$ cat config.mk
export PLATFORM = sky130hd
export DESIGN_NAME = ppg_period_buf
export DESIGN_NICKNAME = d
export VERILOG_FILES = /design/src/rtl/ppg_pkg.sv /design/src/rtl/ppg_period_stage.sv /design/src/rtl/ppg_reload_counter.sv /design/src/rtl/ppg_period_buf.sv
export SDC_FILE = /design/constraint.sdc
export NUM_CORES = 1
export LEC_CHECK = 0
export ABC_CLOCK_PERIOD_IN_PS = 3360
export BUFFER_PORTS_ARGS = -buffer_cell sky130_fd_sc_hd__buf_2
export CELL_PAD_IN_SITES_DETAIL_PLACEMENT = 1
export CELL_PAD_IN_SITES_GLOBAL_PLACEMENT = 1
export CORE_ASPECT_RATIO = 1.5
export CORE_MARGIN = 4
export CORE_UTILIZATION = 41
export CTS_CLUSTER_DIAMETER = 200
export CTS_CLUSTER_SIZE = 16
export DETAILED_ROUTE_END_ITERATION = 10
export PLACE_DENSITY = 0.85
export SLEW_MARGIN = 5
export SYNTH_ARGS = -nofsm -noshare
export SYNTH_HDL_FRONTEND = slang
export SYNTH_SLANG_ARGS = --single-unit
$ cat constraint.sdc
create_clock -name clk -period 3.36 [get_ports clk]
set_input_delay 0.168 -clock clk [delete_from_list [all_inputs] [get_ports clk]]
set_output_delay 0.168 -clock clk [all_outputs]
set_load 0.05 [all_outputs]
$ cat src/rtl/ppg_pkg.sv
package ppg_pkg;
  typedef enum logic [1:0] {
    CMD_IDLE   = 2'd0,
    CMD_STAGE  = 2'd1,
    CMD_LOWER  = 2'd2,
    CMD_WORD   = 2'd3
  } wr_cmd_t;
endpackage

$ cat src/rtl/ppg_period_stage.sv
module ppg_period_stage
  import ppg_pkg::*;
#(
  parameter int BYTE_W = 8,
  localparam int PER_W = 2 * BYTE_W
) (
  input  logic              clk,
  input  logic              rst,
  input  logic              wr_hi,
  input  logic              wr_lo,
  input  logic              wr_word,
  input  logic [BYTE_W-1:0] wr_byte,
  input  logic [PER_W-1:0]  wr_word_data,
  output logic [PER_W-1:0]  period,
  output logic              period_err
);
  localparam logic [BYTE_W-1:0] BYTE_ONE = BYTE_W'(1);
  localparam logic [PER_W-1:0]  BAD_ZERO = '0;
  localparam logic [PER_W-1:0]  BAD_ONES = {BYTE_ONE, BYTE_ONE};

  logic [BYTE_W-1:0] held_hi;
  logic [PER_W-1:0]  next_period;
  wr_cmd_t           cmd;

  // word access wins over the byte strobes; lower commit beats staging
  always_comb begin
    if (wr_word)    cmd = CMD_WORD;
    else if (wr_lo) cmd = CMD_LOWER;
    else if (wr_hi) cmd = CMD_STAGE;
    else            cmd = CMD_IDLE;
  end

  always_comb begin
    case (cmd)
      CMD_WORD:  next_period = wr_word_data;
      CMD_LOWER: next_period = {held_hi, wr_byte};
      default:   next_period = period;
    endcase
  end

  always_ff @(posedge clk) begin
    if (rst) begin
      held_hi    <= '1;
      period     <= '1;
      period_err <= 1'b0;
    end else begin
      if (cmd == CMD_STAGE) held_hi <= wr_byte;
      if (cmd == CMD_WORD)  held_hi <= wr_word_data[PER_W-1:BYTE_W];
      period     <= next_period;
      period_err <= (next_period == BAD_ZERO) || (next_period == BAD_ONES);
    end
  end

  assert_stage_only_R2: assert property (@(posedge clk) disable iff (rst)
    (wr_hi && !wr_lo && !wr_word) |=> $stable(period));

  assert_lower_commit_R3: assert property (@(posedge clk) disable iff (rst)
    (wr_lo && !wr_word) |=> period[BYTE_W-1:0] == $past(wr_byte));

  assert_word_commit_R5: assert property (@(posedge clk) disable iff (rst)
    wr_word |=> period == $past(wr_word_data));

  assert_err_flag_R11: assert property (@(posedge clk) disable iff (rst)
    period_err == ((period == BAD_ZERO) || (period == BAD_ONES)));
endmodule

$ cat src/rtl/ppg_reload_counter.sv
module ppg_reload_counter #(
  parameter int PER_W = 16
) (
  input  logic             clk,
  input  logic             rst,
  input  logic             tick,
  input  logic [PER_W-1:0] period,
  output logic [PER_W-1:0] count,
  output logic             reload
);
  localparam logic [PER_W-1:0] LAST = PER_W'(1);

  logic at_end;
  assign at_end = (count <= LAST);

  always_ff @(posedge clk) begin
    if (rst) begin
      count  <= '1;
      reload <= 1'b0;
    end else if (tick) begin
      if (at_end) begin
        count  <= period;
        reload <= 1'b1;
      end else begin
        count  <= count - LAST;
        reload <= 1'b0;
      end
    end else begin
      reload <= 1'b0;
    end
  end

  assert_idle_hold_R6: assert property (@(posedge clk) disable iff (rst)
    !tick |=> ($stable(count) && !reload));

  assert_reload_value_R10: assert property (@(posedge clk) disable iff (rst)
    reload |-> count == $past(period));

  assert_single_pulse_R7: assert property (@(posedge clk) disable iff (rst)
    (reload && count > LAST) |=> !reload);
endmodule

$ cat src/rtl/ppg_period_buf.sv
module ppg_period_buf #(
  parameter int BYTE_W = 8,
  localparam int PER_W = 2 * BYTE_W
) (
  input  logic              clk,
  input  logic              rst,
  input  logic              wr_hi,
  input  logic              wr_lo,
  input  logic              wr_word,
  input  logic [BYTE_W-1:0] wr_byte,
  input  logic [PER_W-1:0]  wr_word_data,
  input  logic              tick,
  output logic [BYTE_W-1:0] rd_hi,
  output logic [BYTE_W-1:0] rd_lo,
  output logic [PER_W-1:0]  count,
  output logic              reload,
  output logic              period_err
);
  logic [PER_W-1:0] period;

  ppg_period_stage #(.BYTE_W(BYTE_W)) u_stage (
    .clk          (clk),
    .rst          (rst),
    .wr_hi        (wr_hi),
    .wr_lo        (wr_lo),
    .wr_word      (wr_word),
    .wr_byte      (wr_byte),
    .wr_word_data (wr_word_data),
    .period       (period),
    .period_err   (period_err)
  );

  ppg_reload_counter #(.PER_W(PER_W)) u_count (
    .clk    (clk),
    .rst    (rst),
    .tick   (tick),
    .period (period),
    .count  (count),
    .reload (reload)
  );

  assign rd_hi = period[PER_W-1:BYTE_W];
  assign rd_lo = period[BYTE_W-1:0];

  assert_reset_state_R1: assert property (@(posedge clk)
    rst |=> (period == '1 && count == '1 && !reload && !period_err));
endmodule

Yosys cells after proc, flatten, opt, wreduce, memory -nomap -nowiden --
Index checks and enable logic that the tools add are counted.
Storage, ports and cells: register bits 42, bits in latches 0, RAM bits 0, memory bits (read-only) 0, output and inout bits 34, memories kept 0
Operators by class: $add $sub $neg 1, multipliers 0, div/mod/pow operators 0, $lt $le $gt $ge 1, eq/ne operators 4, shift operators 0, muxes and demuxes 8, bitwise gates (word level) 1, reduce and logical (&&, ||, !) cells 4
Operator list (number):
- $pmux 16 s2 | 1
- $eq 16x9->1 const B | 1
- $le 16x1->1 const B | 1
- $logic_not 16->1 | 1
- $mux 16 | 1
- $mux 8 | 2
- $sub 16x1->16 const B | 1
- $eq 2x2->1 const B | 2
- $mux 2 | 2
- $eq 2x1->1 const B | 1
- $mux 1 | 2
- $reduce_bool 2->1 | 1
- $reduce_or 2->1 | 1
- $logic_or 1x1->1 | 1
- $not 1->1 | 1

Longest topological paths before layout --
depth in word-level cells 7, depth in mapped cells 9, depth with buffers taken out 7

By module --
A second synthesis with hierarchy kept.
Unflattened totals: cell total of the unflattened synthesis 280, area total of the unflattened synthesis 2301.0 um2
Modules (own cells, without submodules):
- ppg_period_stage | times used 1, cells each 141, area an instance 1273.7 um2, sequential area each 500.5 um2
- ppg_reload_counter | times used 1, cells each 139, area an instance 1027.2 um2, sequential area each 340.3 um2

Worst setup path after synthesis --
OpenSTA, ideal clock, no wires.
path kind reg-to-reg, start register u_count.count[8], end register u_count.count[6], setup time 134 ps, arrival time 2327 ps, required time 3226 ps, setup slack 898 ps, cell stages (with the launch flop) 8, path buffers 2, clock period less this slack 2462 ps, cells stage by stage dfxtp_1 > or4_4 > or4b_4 > buf_6 > or2_1 > buf_6 > o2bb2ai_2 > o21ai_1
On the way: word-level cells in the longest chain between the ends 2
Ends and longest elaborated chain:
- from (decl) | line ppg_reload_counter.sv:8 | output logic [PER_W-1:0] count,
- from (signal assigned) | line ppg_reload_counter.sv:22 | count <= period;
- from (signal assigned) | line ppg_reload_counter.sv:25 | count <= count - LAST;
- $le 16x1->1 | line ppg_reload_counter.sv:14 | assign at_end = (count <= LAST);
- $mux 16 | line ppg_reload_counter.sv:21 | if (at_end) begin
No other way between the ends. A chain may end at the register's enable or synchronous reset.

Worst setup path after layout --
start register u_count.count[8], end register u_count.count[9]
On the way: word-level cells in the longest chain between the ends 2, elaborated cells on any way between the ends 3, those cells by class add/sub: 1; order compare: 1; mux: 1
Ends and longest elaborated chain (line):
- $sub 16x1->16 / $le 16x1->1 (equally long branches) | ppg_reload_counter.sv:25, ppg_reload_counter.sv:14
- $mux 16 (*) | ppg_reload_counter.sv:21
Mark *: on every way between the ends. The rest lies on a longest branch, timed or not.

==> results.tsv <==
stage	metric	value	unit
cells_and_area	share of post-route cells with drive strength above 1	32.7	%
die	core area	5490	µm²
sta	Max Slew Vio Count	0	
sta	post-route worst setup slack	1.01	ns
sta	Least-Margin Pin Slew	0.855	ns
detailed_routing	drt via density	5.65	
die	Die Wd	69.4	µm
cells_and_area	Area Overhead vs Synth	19.4	%
critical_path	kind of critical path	register to register	
detailed_routing	total number of vias	2211	
critical_path	Worst path slowest cell	or4b_4	
critical_path	CP arrival	2.54	ns
cts	Resized cells post-CTS	0	
critical_path	CP peak stage delay	0.61	ns
critical_path	Top delay family on crit path	simple AND/OR/NAND/NOR gates	
power_and_ir_drop	Pwr Total	1.12	mW
die	FP Rows	33	
sta	Clock Skew	0.00392	ns
power_and_ir_drop	Leak	1.05	nW
cts	# hold bufs at CTS	0	
cells_and_area	fin area	2770	µm²
critical_path	critical path required time	3.55	ns
cts	clock-pin slew on the worst setup and hold paths	0.08	ns
die	height of the die	100	µm
critical_path	crit start category	register	
critical_path	CP cell instances	or4_4 -> or4b_4 -> nor2_4 -> nand3b_1 -> a31o_1	
placed_design	DP Area	2660	µm²
detailed_routing	number of routed nets with antenna violations	0	
global_route	initial antenna violation count	0	
placed_design	post-DP HPWL	5160	µm
min_path	min-delay worst type	input port to register	
cts	H-tree depth	2	
sta	setup TNS	0	ns
critical_path	worst reg2reg path endpoint	u_count.count[9]	
placed_design	DP Cell Count	383	
detailed_routing	DR WL met3	253	µm
synthesis	register area share after synthesis	36.2	%
detailed_routing	met1 wire length	2830	µm
synthesis	syn nets	296	
power_and_ir_drop	Max VDD drop	0.266	mV
detailed_routing	DR WL/cell	17.4	µm
critical_path	Critical path origin	u_count.count[8]	
sta	Hold Vio Cnt, Final	0	
sta	Hold WS	0.105	ns
global_route	total congestion overflow	0	
cells_and_area	n_diodes	0	
flow_run	Max-cap violations	0	
critical_path	CP Buf/Inv Count	0	
sta	final worst path period share	70.1	%
critical_path	crit path to	u_count.count[9]	
die	die footprint	6950	µm²
die	IO Pins	64	
cts	Skew-Pair Late Insertion Delay	0.29	ns
synthesis	yosys warns	0	
synthesis	number of distinct library cells after synthesis	52	
synthesis	synthesized area	2320	µm²
detailed_routing	max layer used	met4	
sta	fin crit period	2.35	ns
global_route	first-pass GRT wire length	11200	µm
critical_path	RR Startpoint	u_count.count[8]	
detailed_routing	TritonRoute pass-1 iters	4	
placed_design	routability cong.	0.864	
global_route	largest net degree at the start of global routing	32	
cells_and_area	Final Net Count	352	
detailed_routing	DR iter-0 viols	130	
synthesis	Synth area leaders	dfxtp_1 36%, mux2i_1 9.9%, mux2_2 7.8%	
synthesis	#FFs+latches synth	42	
cells_and_area	final std cells w/o fill	391	
synthesis	Synth area leader	dfxtp_1	
cts	CTS Buf Count	5	
detailed_routing	Post-route DRC	0	
synthesis	Syn Inst Count	264	
critical_path	FF-to-FF path depth	5	
sta	final setup vio count	0	
critical_path	crit path max fanout	12	
critical_path	R2R setup slack	1.01	ns
power_and_ir_drop	Cell Pwr Density	406	nW/µm²
detailed_routing	final wirelength	6790	µm
synthesis	Synth top area share	36.2	%
synthesis	Avg Inst Size Synth	8.79	µm²
placed_design	I/O Buffers	63	
sta	Slew HR	42.9	%
global_route	GRT Util Overall	19.9	%
status	outcome	complete, no violations	
detailed_routing	met2 WL	3480	µm
cts	clk sinks	42	
critical_path	CP endpoint kind	register	
global_route	vias in the first global route	2318	
critical_path	WP depth	5	
cells_and_area	final core utilization	50.4	%
die	Initial Util	42.2	%
cts	Setup Buffers After CTS	0	
placed_design	Setup WS pre-CTS	1.05	ns
sta	maximum clock frequency	425	MHz
cts	Max Root-Sink Buffers	2	
cts	CTS tree	done	
cts	Root Driver	clkbuf_8	
sta	RSZ-0062 raised after global routing	no	
[Yosys cell counts (all sizes together)]
library cell,count
dfxtp,42
o21bai,2
o2bb2ai,2
or4,3
inv,4
nor3b,1
a31o,2
a211o,2
a32oi,1
ha,2
or4b,2
nor2b,5
xor2,1
o32a,1
mux2i,23
o21a,2
o22ai,1
o31ai,4
a31oi,2
and2,1
nand3,7
a21oi,10
nor4b,1
or2,4
a21o,1
buf,5
clkbuf,12
a211oi,3
nor3,9
mux2,16
or3,4
nand4,4
a2bb2oi,1
nand2,32
nand3b,2
a22oi,4
nor2,19
o21ai,21
nor4,6
[layout by cell type, fill, tap and decap left out, types with 3 or more instances in the layout]
cell type and instances:
clkbuf_8 8, inv_1 4, nor2_1 16, dfxtp_1 42, or3_1 4, mux2i_1 23
nor2b_1 5, nor3_1 8, buf_4 3, nand3_1 7, buf_2 63, o21ai_0 12
a22oi_1 4, mux2_2 16, o21ai_1 7, nor4_1 5, nand2_1 32, a211oi_1 3
nand4_1 4, a21oi_1 10
[state kept, by name, indices dropped and copies added, names as in the netlist]
register,flops
u_stage.held_hi,8
u_count.reload,1
u_count.count,16
u_stage.period_err,1
u_stage.period,16
[how the worst min path moves through the flow]
stage | from | endpoint | slack [ns] | cells past startpoint
after floorplan | wr_word_data[8] | u_stage.held_hi[0] | 0.30 | 2
after global placement | wr_word_data[3] | u_stage.period[3] | 0.40 | 3
after detailed placement | wr_word_data[10] | u_stage.held_hi[2] | 0.41 | 3
after CTS | wr_word_data[10] | u_stage.held_hi[2] | 0.10 | 3
after global routing | wr_word_data[2] | u_stage.period[2] | 0.11 | 3
final | wr_word_data[10] | u_stage.held_hi[2] | 0.11 | 3
[cell families (layout without fill, tap and decap cells)]
family                   Yosys count  count (layout)  share of synthesized area, %
AND/OR/NAND/NOR                  100             100                          22.8
AO/OA/AOI/OAI                     59              59                          17.4
flip-flops                        42              42                          36.2
multiplexers                      39              39                          17.7
buffers and inverters             21              78                          4.37
adder cells (fa/ha/maj)            2               2                          1.08
XOR/XNOR                           1               1                         0.378
[metal layers]
| layer | GRT usage [%] | vias up |
|---|---|---|
| met5 | 0 | - |
| met4 | 8.87 | 0 |
| met3 | 3.61 | 16 |
| met2 | 35.2 | 51 |
| met1 | 23.1 | 1077 |
| li1 | - | 1067 |
[tightest hold or removal path, stage by stage]
cell and delay (ns):
buf_2 0.09, mux2i_1 0.06, nand2_1 0.06
[final cells by class]
cell class,instances,area [µm²]
flip-flops and latches,42,841
fillers,689,2720
clock buffers,8,110
well taps,70,87.6
multi-input cells,201,1380
repair buffers,66,338
inverters,4,15.0
[power by group]
group	internal (mW)	switching, mW	total, mW
sequential	0.520	0.0218	0.542
clock	0.208	0.174	0.381
combinational	0.0697	0.132	0.201
total	0.798	0.327	1.12
Note: power is estimated with default switching activity, not from simulation.
